`config.mk`:
```
export PLATFORM = sky130hd
export DESIGN_NAME = dbg_seq_top
export DESIGN_NICKNAME = d
export VERILOG_FILES = /design/src/rtl/dbg_seq_pkg.sv /design/src/rtl/dbg_seq_regs.sv /design/src/rtl/dbg_seq_decode.sv /design/src/rtl/dbg_seq_fsm.sv /design/src/rtl/dbg_seq_top.sv
export SDC_FILE = /design/constraint.sdc
export NUM_CORES = 1
export LEC_CHECK = 0
export BUFFER_PORTS_ARGS = -buffer_cell sky130_fd_sc_hd__buf_2
export CORE_MARGIN = 3
export CORE_UTILIZATION = 45
export CTS_CLUSTER_SIZE = 10
export DETAILED_ROUTE_END_ITERATION = 6
export MAX_ROUTING_LAYER = met4
export PLACE_DENSITY = 0.75
export SYNTH_ARGS = -nofsm -noshare
export SYNTH_HDL_FRONTEND = slang
export SYNTH_SLANG_ARGS = --single-unit
```
`constraint.sdc`:
```
create_clock -name clk -period 3.8 [get_ports clk]
set_input_delay 0.19 -clock clk [delete_from_list [all_inputs] [get_ports clk]]
set_output_delay 0.19 -clock clk [all_outputs]
set_load 0.05 [all_outputs]
```
`src/rtl/dbg_seq_pkg.sv`:
```
package dbg_seq_pkg;

  localparam int NUM_CH   = 3;
  localparam int NUM_SEL  = 3;
  localparam int SEL_W    = 4;
  localparam int DATA_W   = 8;
  localparam int STATE_W  = 3;
  localparam int BANK_W   = 2;
  localparam int ADDR_W   = 2;

  // control register field positions
  localparam int CTRL_BANK_LSB = 0;
  localparam int CTRL_EN_LSB   = 2;
  localparam int CTRL_ARM_BIT  = 7;

  localparam logic [ADDR_W-1:0] CTRL_ADDR = 2'd0;
  localparam logic [ADDR_W-1:0] SEL_ADDR  = 2'd1;

  typedef enum logic [STATE_W-1:0] {
    ST_IDLE  = 3'd0,
    ST_S1    = 3'd1,
    ST_S2    = 3'd2,
    ST_S3    = 3'd3,
    ST_FINAL = 3'd4
  } seq_state_t;

  // selector codes with a defined meaning
  localparam logic [SEL_W-1:0] C_M0_A    = 4'b0000;
  localparam logic [SEL_W-1:0] C_M1_A    = 4'b0001;
  localparam logic [SEL_W-1:0] C_M2_A    = 4'b0010;
  localparam logic [SEL_W-1:0] C_M1_F    = 4'b0011;
  localparam logic [SEL_W-1:0] C_M0_B    = 4'b0100;
  localparam logic [SEL_W-1:0] C_M2_F    = 4'b0101;
  localparam logic [SEL_W-1:0] C_M0F_M2  = 4'b0110;
  localparam logic [SEL_W-1:0] C_M01_F   = 4'b0111;
  localparam logic [SEL_W-1:0] C_M01F_S3 = 4'b1100;
  localparam logic [SEL_W-1:0] C_M01F_M2 = 4'b1111;

  // per-state targets for the state-dependent slots of the code table
  typedef struct packed {
    seq_state_t tgt_m0_a;   // code 0000, channel 0
    seq_state_t tgt_m1_a;   // code 0001, channel 1
    seq_state_t tgt_m2_a;   // code 0010, channel 2
    seq_state_t tgt_m0_b;   // code 0100, channel 0
    seq_state_t tgt_m2_alt; // codes 0110 and 1111, channel 2
  } row_t;

  function automatic row_t row_for(input int src);
    row_t r;
    case (src)
      1:       r = '{ST_S2, ST_S3, ST_S2, ST_S3, ST_S2};
      2:       r = '{ST_S1, ST_S3, ST_S1, ST_S3, ST_S1};
      default: r = '{ST_S1, ST_S1, ST_S2, ST_S2, ST_S1};
    endcase
    return r;
  endfunction

endpackage

```
`src/rtl/dbg_seq_regs.sv`:
```
module dbg_seq_regs
  import dbg_seq_pkg::*;
(
  input  logic                       clk,
  input  logic                       rst,
  input  logic                       wr_en_i,
  input  logic [ADDR_W-1:0]          wr_addr_i,
  input  logic [DATA_W-1:0]          wr_data_i,
  input  logic [ADDR_W-1:0]          rd_addr_i,
  output logic [DATA_W-1:0]          rd_data_o,
  output logic                       arm_o,
  output logic                       arm_start_o,
  output logic                       disarm_o,
  output logic [NUM_CH-1:0]          en_o,
  output logic [NUM_SEL*SEL_W-1:0]   sel_o
);

  logic              arm_q;
  logic [NUM_CH-1:0] en_q;
  logic [BANK_W-1:0] bank_q;
  logic [SEL_W-1:0]  sel_q [NUM_SEL];
  logic [DATA_W-1:0] rd_q;

  logic wr_ctrl, wr_sel, bank_ok;

  assign wr_ctrl     = wr_en_i && (wr_addr_i == CTRL_ADDR);
  assign bank_ok     = (bank_q < BANK_W'(NUM_SEL));
  assign wr_sel      = wr_en_i && (wr_addr_i == SEL_ADDR) && !arm_q && bank_ok;
  assign arm_start_o = wr_ctrl && wr_data_i[CTRL_ARM_BIT] && !arm_q;
  assign disarm_o    = wr_ctrl && !wr_data_i[CTRL_ARM_BIT];

  always_ff @(posedge clk) begin
    if (rst) begin
      arm_q  <= 1'b0;
      en_q   <= '0;
      bank_q <= '0;
    end else if (wr_ctrl) begin
      arm_q  <= wr_data_i[CTRL_ARM_BIT];
      en_q   <= wr_data_i[CTRL_EN_LSB +: NUM_CH];
      bank_q <= wr_data_i[CTRL_BANK_LSB +: BANK_W];
    end
  end

  // selector bank: tiny, kept in flops because all entries are read at once
  for (genvar b = 0; b < NUM_SEL; b++) begin : g_sel
    always_ff @(posedge clk) begin
      if (rst) begin
        sel_q[b] <= '0;
      end else if (wr_sel && (bank_q == BANK_W'(b))) begin
        sel_q[b] <= wr_data_i[SEL_W-1:0];
      end
    end
    assign sel_o[b*SEL_W +: SEL_W] = sel_q[b];
  end

  logic [DATA_W-1:0] ctrl_view;
  logic [DATA_W-1:0] sel_view;

  always_comb begin
    ctrl_view = '0;
    ctrl_view[CTRL_ARM_BIT]              = arm_q;
    ctrl_view[CTRL_EN_LSB +: NUM_CH]     = en_q;
    ctrl_view[CTRL_BANK_LSB +: BANK_W]   = bank_q;
    sel_view = '0;
    for (int b = 0; b < NUM_SEL; b++) begin
      if (bank_q == BANK_W'(b)) sel_view[SEL_W-1:0] = sel_q[b];
    end
  end

  always_ff @(posedge clk) begin
    if (rst) begin
      rd_q <= '0;
    end else begin
      case (rd_addr_i)
        CTRL_ADDR: rd_q <= ctrl_view;
        SEL_ADDR:  rd_q <= sel_view;
        default:   rd_q <= '0;
      endcase
    end
  end

  assign rd_data_o = rd_q;
  assign arm_o     = arm_q;
  assign en_o      = en_q;

  AST_SEL_LOCK: assert property (@(posedge clk) disable iff (rst)
    arm_q |=> $stable(sel_o));

  AST_SEL_UPPER_ZERO: assert property (@(posedge clk) disable iff (rst)
    ($past(rd_addr_i) == SEL_ADDR) |-> (rd_data_o[DATA_W-1:SEL_W] == '0));

endmodule

```
`src/rtl/dbg_seq_decode.sv`:
```
module dbg_seq_decode
  import dbg_seq_pkg::*;
#(
  parameter int SRC = 1
)(
  input  logic [SEL_W-1:0]  code_i,
  input  logic [NUM_CH-1:0] hit_i,
  output logic              take_o,
  output seq_state_t        next_o
);

  localparam row_t ROW = row_for(SRC);

  seq_state_t tgt [NUM_CH];

  always_comb begin
    for (int c = 0; c < NUM_CH; c++) tgt[c] = ST_IDLE;
    case (code_i)
      C_M0_A:    tgt[0] = ROW.tgt_m0_a;
      C_M1_A:    tgt[1] = ROW.tgt_m1_a;
      C_M2_A:    tgt[2] = ROW.tgt_m2_a;
      C_M1_F:    tgt[1] = ST_FINAL;
      C_M0_B:    tgt[0] = ROW.tgt_m0_b;
      C_M2_F:    tgt[2] = ST_FINAL;
      C_M0F_M2: begin
        tgt[0] = ST_FINAL;
        tgt[2] = ROW.tgt_m2_alt;
      end
      C_M01_F: begin
        tgt[0] = ST_FINAL;
        tgt[1] = ST_FINAL;
      end
      C_M01F_S3: begin
        tgt[0] = ST_FINAL;
        tgt[1] = ST_FINAL;
        tgt[2] = ST_S3;
      end
      C_M01F_M2: begin
        tgt[0] = ST_FINAL;
        tgt[1] = ST_FINAL;
        tgt[2] = ROW.tgt_m2_alt;
      end
      default: ; // reserved codes: no channel has a target
    endcase
  end

  // lowest channel wins, then any move into Final overrides
  always_comb begin
    take_o = 1'b0;
    next_o = ST_IDLE;
    for (int c = NUM_CH - 1; c >= 0; c--) begin
      if (hit_i[c] && (tgt[c] != ST_IDLE)) begin
        take_o = 1'b1;
        next_o = tgt[c];
      end
    end
    for (int c = 0; c < NUM_CH; c++) begin
      if (hit_i[c] && (tgt[c] == ST_FINAL)) next_o = ST_FINAL;
    end
  end

endmodule

```
`src/rtl/dbg_seq_fsm.sv`:
```
module dbg_seq_fsm
  import dbg_seq_pkg::*;
(
  input  logic                         clk,
  input  logic                         rst,
  input  logic                         arm_i,
  input  logic                         arm_start_i,
  input  logic                         disarm_i,
  input  logic [NUM_SEL-1:0]           take_i,
  input  logic [NUM_SEL*STATE_W-1:0]   next_i,
  output seq_state_t                   state_o,
  output logic                         final_pulse_o
);

  seq_state_t state_q, state_d;
  logic       pulse_q;
  int         idx;

  always_comb begin
    state_d = state_q;
    idx     = 0;
    if (arm_start_i) begin
      state_d = ST_S1;
    end else if (disarm_i || !arm_i) begin
      state_d = ST_IDLE;
    end else if ((state_q == ST_S1) || (state_q == ST_S2) || (state_q == ST_S3)) begin
      idx = int'(state_q) - 1;
      if (take_i[idx]) state_d = seq_state_t'(next_i[idx*STATE_W +: STATE_W]);
    end
  end

  always_ff @(posedge clk) begin
    if (rst) begin
      state_q <= ST_IDLE;
      pulse_q <= 1'b0;
    end else begin
      state_q <= state_d;
      pulse_q <= (state_d == ST_FINAL) && (state_q != ST_FINAL);
    end
  end

  assign state_o       = state_q;
  assign final_pulse_o = pulse_q;

  AST_FINAL_HOLD: assert property (@(posedge clk) disable iff (rst)
    (state_q == ST_FINAL) |=> ((state_q == ST_FINAL) || (state_q == ST_IDLE)));

  AST_PULSE_SINGLE: assert property (@(posedge clk) disable iff (rst)
    pulse_q |=> !pulse_q);

  AST_PULSE_ENTRY: assert property (@(posedge clk) disable iff (rst)
    $rose(pulse_q) |-> (state_q == ST_FINAL));

  AST_NO_TAKE_HOLD: assert property (@(posedge clk) disable iff (rst)
    (arm_i && !arm_start_i && !disarm_i && (take_i == '0)) |=> $stable(state_q));

endmodule

```
`src/rtl/dbg_seq_top.sv`:
```
module dbg_seq_top
  import dbg_seq_pkg::*;
(
  input  logic              clk,
  input  logic              rst,
  input  logic              wr_en_i,
  input  logic [1:0]        wr_addr_i,
  input  logic [7:0]        wr_data_i,
  input  logic [1:0]        rd_addr_i,
  output logic [7:0]        rd_data_o,
  input  logic [2:0]        match_i,
  output logic [2:0]        state_o,
  output logic              armed_o,
  output logic              final_pulse_o
);

  logic                       arm_q, arm_start, disarm;
  logic [NUM_CH-1:0]          en;
  logic [NUM_SEL*SEL_W-1:0]   sel_flat;
  logic [NUM_CH-1:0]          hit;
  logic [NUM_SEL-1:0]         take;
  logic [NUM_SEL*STATE_W-1:0] next_flat;
  seq_state_t                 state_q;

  dbg_seq_regs i_regs (
    .clk         (clk),
    .rst         (rst),
    .wr_en_i     (wr_en_i),
    .wr_addr_i   (wr_addr_i),
    .wr_data_i   (wr_data_i),
    .rd_addr_i   (rd_addr_i),
    .rd_data_o   (rd_data_o),
    .arm_o       (arm_q),
    .arm_start_o (arm_start),
    .disarm_o    (disarm),
    .en_o        (en),
    .sel_o       (sel_flat)
  );

  assign hit = match_i & en;

  for (genvar s = 0; s < NUM_SEL; s++) begin : g_dec
    seq_state_t nxt;
    dbg_seq_decode #(.SRC(s + 1)) i_dec (
      .code_i (sel_flat[s*SEL_W +: SEL_W]),
      .hit_i  (hit),
      .take_o (take[s]),
      .next_o (nxt)
    );
    assign next_flat[s*STATE_W +: STATE_W] = nxt;
  end

  dbg_seq_fsm i_fsm (
    .clk           (clk),
    .rst           (rst),
    .arm_i         (arm_q),
    .arm_start_i   (arm_start),
    .disarm_i      (disarm),
    .take_i        (take),
    .next_i        (next_flat),
    .state_o       (state_q),
    .final_pulse_o (final_pulse_o)
  );

  assign state_o = state_q;
  assign armed_o = arm_q;

  AST_ARM_STATE: assert property (@(posedge clk) disable iff (rst)
    arm_q == (state_q != ST_IDLE));

  AST_START_S1: assert property (@(posedge clk) disable iff (rst)
    $rose(arm_q) |-> (state_q == ST_S1));

  AST_IDLE_NO_MOVE: assert property (@(posedge clk) disable iff (rst)
    (!arm_q && !wr_en_i) |=> (state_q == ST_IDLE));

  AST_MASKED_NO_MOVE: assert property (@(posedge clk) disable iff (rst)
    (arm_q && !wr_en_i && (hit == '0)) |=> $stable(state_q));

endmodule

```
==> run metrics <==
status finished, final reports clean; top routing layer in use met4; fill cell count 513; Final setup viols 0; clk root buf clkbuf_8; period utilization 0.9257; Cells after Synth 317; Worst Tran Pin Value 0.7288 ns; largest fanout on the critical path 7; Final HPWL DP 4485 µm; DIE AREA between 6000 and 7000 µm²; length of the first detailed-routing pass in iterations 5; met2 wire length approximately 2600 µm; placed cell area 2654 µm²; die width 80.98 µm; CP Class reg -> reg; HP Class in -> reg; post_cts resized 0; DRC violations left 0; Post-Route Skew roughly 0.0027 ns; post-layout min period 3.518 ns; Synth warnings 0; Maximum Capacitance Violations 0; GPL Wtd Cong 0.8976; Main synth FF type dfxtp_1; Slew Viols, Final 0; Layout area overhead 6.677%; CTS Hold Bufs 0; CTS tree built; initial antenna violation count 0; Final Instance Area 2699 µm²; Post-CTS Setup Repair Bufs 0; Top Ports 31; syn_area_per_cell 7.981 µm²; Routed WL per cell between 10 and 15 µm; largest net degree at the start of global routing 17; Synth Register Bits 28; clk_lat worst skew 0.27 ns; Routed Antenna Nets 0; layout cells sized above 1 0.1227; Slew HR 0.5131; first-pass GRT wire length 9618 µm; wirelength, routed 5821 µm; total number of vias 2306; critical path capture point type flop; chip height 80.98 µm; via count of the first global-routing pass 2035; met3 wire length 411 µm; PD cells 230.7 nW/µm²; leak pwr 0.9835 nW; Core Region 5270 µm²; post-synth design cell area roughly 2500 µm²; CTS HTree Levels 1; clock buffer depth 2; GRT Overall Usage 0.1886; CP Launch Type flop; port bufs 26; Num CTS Buffers 3; Critical Path RT 4.02 ns; initial core utilization 0.4801; EDFF count, synth 12; Critical Path AT 3.73 ns; Row Count 26; Fin. Hold Viols 0; count of cell types in the netlist 62; Seq/Total Area, Yosys 0.2690; CTS clock-pin slew for the worst setup and hold paths 0.09 ns; CTS Sinks 28; peak supply drop approximately 0.22 mV; WL met1 2749 µm; commonest non-fill, non-tap cell in the layout nor2_1; most frequent cells in the layout nor2_1, buf_2, and2_1, nand2_1, a21oi_1; asr flop ratio synth 0; antenna cells 0; Layout Nets 356; setup tns final 0 ns; drt initial violations 228; gr ovfl total 0; RSZ-0062 raised after global routing false; Peak Freq 284.3 MHz; vias per cell between 5 and 6
## path summary, 6_finish.rpt
check	to	from	slack, ns	cells after the start
setup / recovery	i_fsm.final_pulse_o$_SDFF_PP0_	i_fsm.state_o[0]$_SDFF_PP0_	0.28	13
hold / removal	i_regs.rd_data_o[0]$_SDFF_PP0_	rd_addr_i[1]	0.14	2
setup reg to reg	i_fsm.final_pulse_o$_SDFF_PP0_	i_fsm.state_o[0]$_SDFF_PP0_	0.28	13
hold reg to reg	i_regs.rd_data_o[7]$_SDFF_PP0_	i_regs.arm_o$_SDFFE_PP0P_	0.54	1
## registers in the layout, summed over array words and instances (netlist names)
signal               flops
i_regs.sel_q            12
i_regs.rd_data_o         6
i_fsm.state_o            3
i_regs.en_o              3
i_regs.bank_q            2
i_fsm.final_pulse_o      1
i_regs.arm_o             1
## cell families after synthesis
logic type | synth area share
simple gates | 0.2893
mux | 0.04995
compound gates | 0.2300
other cells | 0.001482
buf+inv | 0.06874
xor+xnor | 0.03116
flops | 0.2690
fa+ha+maj | 0.06034
## worst max-delay path: stages (launching register included)
cell	delay, ns
dfxtp_4	0.35
inv_1	0.19
ha_1	0.24
xor2_1	0.22
ha_1	0.28
ha_1	0.30
a21o_1	0.19
nand2_1	0.17
mux2i_1	0.44
nor2_1	0.13
o311a_1	0.35
and3_1	0.18
o211ai_1	0.22
and4_1	0.21
## routing by layer
metal | vias to the layer above | global-route usage
met5 | - | -
met4 | 0 | 0.06250
met3 | 10 | 0.01220
met2 | 82 | 0.2833
met1 | 1047 | 0.2699
li1 | 1167 | -
## area by class of cell
type / count / area (µm²) / share of cell area
Clock buffer: 3 / 41.29 / 0.01530
Clock inverter: 1 / 3.754 / 0.001391
Inverter: 15 / 56.30 / 0.02086
Multi-Input combinational cell: 251 / 1679 / 0.6222
Sequential cell: 28 / 685.7 / 0.2541
Tap cell: 70 / 87.58 / 0.03245
Timing Repair Buffer: 28 / 145.1 / 0.05378
## synthesized netlist by cell type (2+ instances only)
library cell   n  area, µm²
o211ai_1       4      30.03
and2_1        19      118.9
fa_1           2      40.04
or3b_1         3      26.28
nand2_1       18      67.56
o21a_1         5      37.54
inv_1         15      56.30
a21o_1         2      15.01
nor2_1        27      101.4
nor3_1        13      65.06
o32ai_1        2      17.52
o21ai_0       14      70.07
nand4_1        2      12.51
a221o_1        2      20.02
nor4_1         4      25.02
a211oi_1       2      15.01
and3_1         3      18.77
a211o_1        4      35.03
a2111oi_0      2      17.52
nor2b_1        9      56.30
xnor2_1        6      52.55
buf_4          3      22.52
o22ai_1        3      18.77
dfxtp_1       16      320.3
a32oi_1        2      17.52
a21boi_0       4      30.03
buf_2          7      35.03
a21oi_1       16      80.08
o31ai_1        2      15.01
clkbuf_1      13      48.80
nand3b_1       2      15.01
a31oi_1       10      62.56
nand3_1        7      35.03
ha_1           9      112.6
edfxtp_1      12      360.4
nor3b_1        3      22.52
a311oi_1       2      17.52
xor2_1         3      26.28
or3_1          4      25.02
mux2i_1       10      100.1
nand2b_1      10      62.56
## where the power goes
part,total [W],switching [W],internal [W]
clock,0.000155,0.0000822,0.0000723
sequential,0.000345,0.0000227,0.000323
combinational,0.000123,0.0000761,0.0000467
total,0.000623,0.000181,0.000442
## per-stage QoR
stage	total power (W)	hold slack, ns	instances	setup WS, ns	util
2_1_floorplan	0.0004425	0.2693	318	0.06309	-
3_3_place_gp	0.0004714	0.4303	392	0.4009	0.5036
3_5_place_dp	0.0004728	0.4251	392	0.3315	0.5036
4_1_cts	0.0006247	0.1370	396	0.2879	0.5121
5_1_grt	0.0006519	0.1452	396	0.04056	0.5121
6_report	0.0006226	0.1434	396	0.2823	0.5121
Note: power is estimated with default switching activity, not from simulation.
